`config.mk`:
```
export PLATFORM = sky130hd
export DESIGN_NAME = cmx_top
export DESIGN_NICKNAME = d
export VERILOG_FILES = /design/src/rtl/cmx_pkg.sv /design/src/rtl/cmx_rom.sv /design/src/rtl/cmx_walker.sv /design/src/rtl/cmx_top.sv
export SDC_FILE = /design/constraint.sdc
export NUM_CORES = 1
export LEC_CHECK = 0
export BUFFER_PORTS_ARGS = -buffer_cell sky130_fd_sc_hd__clkbuf_2
export CORE_UTILIZATION = 50
export CTS_CLUSTER_SIZE = 16
export DETAILED_ROUTE_END_ITERATION = 6
export GPL_ROUTABILITY_DRIVEN = 0
export PLACE_DENSITY = 0.84
export SKIP_CTS_REPAIR_TIMING = 1
export SLEW_MARGIN = 20
export SYNTH_ARGS = -nofsm -noshare
export SYNTH_HDL_FRONTEND = slang
export SYNTH_HIERARCHICAL = 1
export SYNTH_SLANG_ARGS = --single-unit
```
`constraint.sdc`:
```
create_clock -name clk -period 3.26 [get_ports clk]
set_clock_uncertainty 0.05 [all_clocks]
set_input_delay 0.489 -clock clk [delete_from_list [all_inputs] [get_ports clk]]
set_output_delay 0.489 -clock clk [all_outputs]
set_load 0.02 [all_outputs]
```
`src/rtl/cmx_pkg.sv`:
```
package cmx_pkg;

  typedef enum logic [2:0] {
    W_IDLE,
    W_LOAD,
    W_READ,
    W_TAKE,
    W_STORE
  } walk_state_t;

endpackage

```
`src/rtl/cmx_rom.sv`:
```
module cmx_rom #(
  parameter int W     = 8,
  parameter int DEPTH = 4,
  parameter int IW    = 2,
  parameter logic [DEPTH*W-1:0] CONTENT = '0
) (
  input  logic [IW-1:0] idx,
  output logic [W-1:0]  data
);

  always_comb begin
    data = '0;
    for (int i = 0; i < DEPTH; i++) begin
      if (int'(idx) == i) data = CONTENT[i*W +: W];
    end
  end

endmodule

```
`src/rtl/cmx_walker.sv`:
```
module cmx_walker
  import cmx_pkg::*;
#(
  parameter int SW    = 16,
  parameter int NBASE = 16,
  parameter int NCOMP = 4,
  parameter int CW    = 3,
  parameter int AW    = 5,
  parameter int CIW   = 2,
  parameter int MIX   = 3,
  parameter int MIW   = 4
) (
  input  logic                 clk,
  input  logic                 rst_n,
  input  logic                 start,
  output logic [CIW-1:0]       cnt_idx,
  input  logic [CW-1:0]        cnt_val,
  output logic [MIX-1:0]       mem_idx,
  input  logic [AW-1:0]        mem_addr,
  output logic [AW-1:0]        ram_addr,
  output logic                 ram_rd,
  input  logic signed [SW-1:0] ram_rdata,
  output logic                 ram_wr,
  output logic signed [SW-1:0] ram_wdata,
  output logic                 done
);

  localparam logic signed [SW-1:0] MOST_NEG = {1'b1, {(SW-1){1'b0}}};
  localparam logic [AW-1:0]        SLOT0    = AW'(NBASE);
  localparam logic [CIW-1:0]       LASTC    = CIW'(NCOMP-1);

  walk_state_t          st, st_n;
  logic [CIW-1:0]       comp, comp_n;
  logic [MIW-1:0]       base, base_n;
  logic [CW-1:0]        cnt, cnt_n;
  logic signed [SW-1:0] best, best_n;
  logic                 done_n;
  logic                 run_en;
  logic [31:0]          idx_sum;

  assign cnt_idx = comp;
  assign idx_sum = 32'(base) + 32'(cnt) - 32'd1;
  assign mem_idx = idx_sum[MIX-1:0];
  assign run_en  = (st != W_IDLE) || start;

  always_comb begin
    st_n      = st;
    comp_n    = comp;
    base_n    = base;
    cnt_n     = cnt;
    best_n    = best;
    done_n    = done;
    ram_addr  = '0;
    ram_rd    = 1'b0;
    ram_wr    = 1'b0;
    ram_wdata = best;
    unique case (st)
      W_IDLE: begin
        if (start) begin
          comp_n = '0;
          base_n = '0;
          done_n = 1'b0;
          st_n   = W_LOAD;
        end
      end
      W_LOAD: begin
        cnt_n  = cnt_val;
        best_n = MOST_NEG;
        st_n   = (cnt_val == '0) ? W_STORE : W_READ;
      end
      W_READ: begin
        ram_rd   = 1'b1;
        ram_addr = mem_addr;
        cnt_n    = cnt - 1'b1;
        st_n     = W_TAKE;
      end
      W_TAKE: begin
        if (ram_rdata > best) best_n = ram_rdata;
        st_n = (cnt == '0) ? W_STORE : W_READ;
      end
      W_STORE: begin
        ram_wr   = 1'b1;
        ram_addr = SLOT0 + AW'(comp);
        base_n   = base + MIW'(cnt_val);
        if (comp == LASTC) begin
          done_n = 1'b1;
          st_n   = W_IDLE;
        end else begin
          comp_n = comp + 1'b1;
          st_n   = W_LOAD;
        end
      end
      default: st_n = W_IDLE;
    endcase
  end

  always_ff @(posedge clk or negedge rst_n) begin
    if (!rst_n) begin
      st   <= W_IDLE;
      comp <= '0;
      base <= '0;
      cnt  <= '0;
      best <= MOST_NEG;
      done <= 1'b0;
    end else if (run_en) begin
      st   <= st_n;
      comp <= comp_n;
      base <= base_n;
      cnt  <= cnt_n;
      best <= best_n;
      done <= done_n;
    end
  end


  no_rdwr_chk: assert property (@(posedge clk) disable iff (!rst_n)
    !(ram_rd && ram_wr));


  rd_gap_chk: assert property (@(posedge clk) disable iff (!rst_n)
    ram_rd |=> !ram_rd);


  slot_range_chk: assert property (@(posedge clk) disable iff (!rst_n)
    ram_wr |-> (int'(ram_addr) >= NBASE && int'(ram_addr) < NBASE + NCOMP));


  done_after_wr_chk: assert property (@(posedge clk) disable iff (!rst_n)
    $rose(done) |-> $past(ram_wr));


  best_mono_chk: assert property (@(posedge clk) disable iff (!rst_n)
    (st == W_TAKE) |=> (best >= $past(best)));

endmodule

```
`src/rtl/cmx_top.sv`:
```
module cmx_top #(
  parameter int SW    = 16,
  parameter int NBASE = 16,
  parameter int NCOMP = 4,
  parameter int NMEM  = 8,
  parameter int CW    = 3,
  parameter int AW    = $clog2(NBASE + NCOMP),
  parameter logic [NCOMP*CW-1:0] CNT_TABLE = {3'd4, 3'd0, 3'd1, 3'd3},
  parameter logic [NMEM*AW-1:0]  ADDR_TABLE =
    {5'd3, 5'd9, 5'd15, 5'd0, 5'd5, 5'd11, 5'd7, 5'd2}
) (
  input  logic                 clk,
  input  logic                 rst_n,
  input  logic                 start,
  output logic [AW-1:0]        ram_addr,
  output logic                 ram_rd,
  input  logic signed [SW-1:0] ram_rdata,
  output logic                 ram_wr,
  output logic signed [SW-1:0] ram_wdata,
  output logic                 done
);

  localparam int CIW = (NCOMP > 1) ? $clog2(NCOMP) : 1;
  localparam int MIX = (NMEM > 1) ? $clog2(NMEM) : 1;
  localparam int MIW = $clog2(NMEM + 1) + 1;

  logic [1:0]     rst_sync;
  logic           rst_core_n;
  logic [CIW-1:0] cnt_idx;
  logic [CW-1:0]  cnt_val;
  logic [MIX-1:0] mem_idx;
  logic [AW-1:0]  mem_addr;

  always_ff @(posedge clk or negedge rst_n) begin
    if (!rst_n) rst_sync <= 2'b00;
    else        rst_sync <= {rst_sync[0], 1'b1};
  end
  assign rst_core_n = rst_sync[1];

  cmx_rom #(.W(CW), .DEPTH(NCOMP), .IW(CIW), .CONTENT(CNT_TABLE)) u_len_rom (
    .idx  (cnt_idx),
    .data (cnt_val)
  );

  cmx_rom #(.W(AW), .DEPTH(NMEM), .IW(MIX), .CONTENT(ADDR_TABLE)) u_mbr_rom (
    .idx  (mem_idx),
    .data (mem_addr)
  );

  cmx_walker #(
    .SW(SW), .NBASE(NBASE), .NCOMP(NCOMP), .CW(CW),
    .AW(AW), .CIW(CIW), .MIX(MIX), .MIW(MIW)
  ) u_walk (
    .clk       (clk),
    .rst_n     (rst_core_n),
    .start     (start),
    .cnt_idx   (cnt_idx),
    .cnt_val   (cnt_val),
    .mem_idx   (mem_idx),
    .mem_addr  (mem_addr),
    .ram_addr  (ram_addr),
    .ram_rd    (ram_rd),
    .ram_rdata (ram_rdata),
    .ram_wr    (ram_wr),
    .ram_wdata (ram_wdata),
    .done      (done)
  );

endmodule

```
==> results.md <==
* Status: complete, no violations
* Relative slew slack at 0.436
* Core Area at 3800 sq um
* Flops & latches, synth at 30
* Max Freq at 0.340 GHz
* Num CTS Buffers at 5
* Fin nets at 304
* Detailed Place HPWL at 3090 um
* Grt met3 use at 0.0517
* Peak VDD IR at 0.782 mV
* Die Ht at 66.0 um
* Pwr/cell area at 1050 nW/um^2
* Critical Path RT at 2720 ps
* Unique masters post-synth at 46
* Initial DRC Count at 76
* DR vias at 1635
* Post-Synthesis Cells at 218
* Starting Density at 0.539
* Synth async-reset ratio at 1.00
* Vias in the first global route at 1591
* Drt first pass iters at 4
* EDFF count, synth at 0
* Sinks on Clock Net at 30
* Post-route ant nets at 0
* Top post-synthesis cells by count: nand2_1 (39), dfrtp_1 (29), inv_1 (25), ha_1 (23), mux2i_1 (19)
* Post-synthesis net count at 261
* Critical path type: reg -> out
* Final Hold Viols at 0
* First-pass GRT wire length at 6780 um
* Cell taking the most area after synthesis: dfrtp_1
* Synthesized area per cell at 9.38 sq um
* Port Buffer Count at 42
* Htree depth at 2
* Total track usage at 0.207
* Critical Path AT at 2400 ps
* Crit-path max cell delay at 400 ps
* Largest net degree at the start of global routing at 21
* M1 GR Usage at 0.237
* WL per Instance at 13.4 um
* Antenna violations before repair at 0
* Setup TNS at 0 ps
* Global routing's busiest layer: met2
* Worst-Skew Late Latency at 290 ps
* Final hold slack at 91.5 ps
* Total grt overflow at 0
* Count leader, synth: nand2_1
* Final setup viols at 0
* Seq/Total Area, Yosys at 0.368
* Period minus WS final at 2940 ps
* Slowest cell on crit path: dfrtp_1
* Final worst path period share at 0.902
* Vias/cell at 5.27
* Post-Route WL at 4160 um
* CTS tree: done
* Clock root cell: clkbuf_8
* Worst setup EP type: primary output
* Sequence of cells on the critical path: inv_1 -> ha_1 -> inv_1 -> ha_1 -> xor2_1 -> xnor2_1 -> mux2_2 -> a22o_1 -> clkbuf_2
* Most common flop cell mapped by yosys: dfrtp_1
* Boundary Pins at 43
* Antenna diodes at 0
* Leakage at 1.20 nW
* YS warnings at 6
* DRC at 0
* Rows at 22
* Max-capacitance violation count at 0
* Synthesized area at 2050 sq um
* Die X at 66.0 um
* Slew Viols, Final at 0
* CP Launch Type: flip-flop
* Share of cells above drive strength 1 at 0.225
* Crit Path Max Fanout at 3
* Worst hold path type: reg -> async
* Clk slew on worst S/H paths at 70 ps
* P&R area growth vs syn at 16.8%
* Fill count at 323
* CTS Buffer Depth at 2
* Slew of the pin with the lowest slew margin at 846 ps
* Top post-synthesis cells by area: dfrtp_1 (35%), ha_1 (14%), mux2i_1 (9.3%), nand2_1 (7.2%), inv_1 (4.6%)
* Global routing usage on met2 at 0.360
* Synth top area share at 0.355
* Die area at 4350 sq um
* RSZ-0062 raised after global routing: no
worst paths after layout:
path	start	endpoint	slack, ps	cells past startpoint
max	u_walk/base[1]$_DFFE_PN0P_	ram_addr[1]	320	9
min	rst_sync[1]$_DFF_PN0_	u_walk/ram_wdata[12]$_DFFE_PN0P_	90	0
max reg2reg	u_walk/ram_wdata[15]$_DFFE_PN1P_	u_walk/ram_wdata[4]$_DFFE_PN0P_	330	8
min reg2reg	rst_sync[1]$_DFF_PN0_	u_walk/ram_wdata[12]$_DFFE_PN0P_	90	0
max in group asynchronous	rst_sync[1]$_DFF_PN0_	u_walk/ram_wdata[15]$_DFFE_PN1P_	2420	1
min in group clk	rst_sync[0]$_DFF_PN0_	rst_sync[1]$_DFF_PN0_	300	0
power breakdown:
part,internal [W],switching (W),leakage (nW)
Combinational,0.000623,0.000865,0.751
Sequential,0.000523,0.000143,0.393
Clock,0.000213,0.000148,0.0575
Total,0.00136,0.00116,1.20
worst max-delay path, delay by kind of cell (launching register included):
| family | cells | cell delay (ps) |
|---|---|---|
| compound gates | 1 | 210 |
| xor+xnor | 2 | 410 |
| fa+ha+maj | 2 | 470 |
| buf+inv | 3 | 250 |
| flops | 1 | 400 |
| mux | 1 | 370 |
metrics by stage:
stage           util  total power, W  setup WS (ps)  area [sq um]  std cells
2_1_floorplan      -         0.00184            784          2050        218
3_3_place_gp   0.597         0.00210            497          2270        301
3_5_place_dp   0.597         0.00216            343          2270        301
4_1_cts        0.626         0.00253            292          2380        309
5_1_grt        0.629         0.00274            159          2390        310
6_report       0.629         0.00252            319          2390        310
layout by cell type, fill, tap and decap left out, types with 5 or more instances in the layout:
master / synthesis / routed
clkbuf_8: 0 / 8
nor2_1: 6 / 6
a22o_1: 5 / 5
dfrtp_1: 29 / 29
ha_1: 23 / 23
nand2_1: 39 / 39
inv_1: 25 / 25
clkbuf_2: 0 / 42
nor2b_1: 6 / 6
a21oi_1: 8 / 8
mux2i_1: 19 / 19
final cells by class:
cell class | instances | area (sq um) | share of cell area
clock buffers | 8 | 110 | 0.0461
inverters | 25 | 93.8 | 0.0393
multi-input cells | 154 | 1140 | 0.476
flip-flops and latches | 30 | 752 | 0.315
well taps | 48 | 60.1 | 0.0251
repair buffers | 45 | 235 | 0.0984
sequential cells by signal, summed over array words and instances, names as in the netlist:
register	cells
rst_sync	2
u_walk/base	3
u_walk/cnt	3
u_walk/cnt_idx	2
u_walk/done	1
u_walk/ram_wdata	16
u_walk/st	3
layer usage:
layer | up-vias | share of wire
met5 | - | 0
met4 | 0 | 0.017
met3 | 7 | 0.039
met2 | 40 | 0.50
met1 | 774 | 0.45
li1 | 814 | -
logic make-up (layout without fill, tap and decap cells):
family          count (synthesis)  after routing  synth area share
compound gates                 33             33             0.116
xor+xnor                        4              4            0.0171
fa+ha+maj                      24             24             0.150
buf+inv                        34             78            0.0758
flops                          30             30             0.368
mux                            20             20            0.0985
other cells                     2              2           0.00367
simple gates                   71             71             0.171
Note: power is estimated with default switching activity, not from simulation.
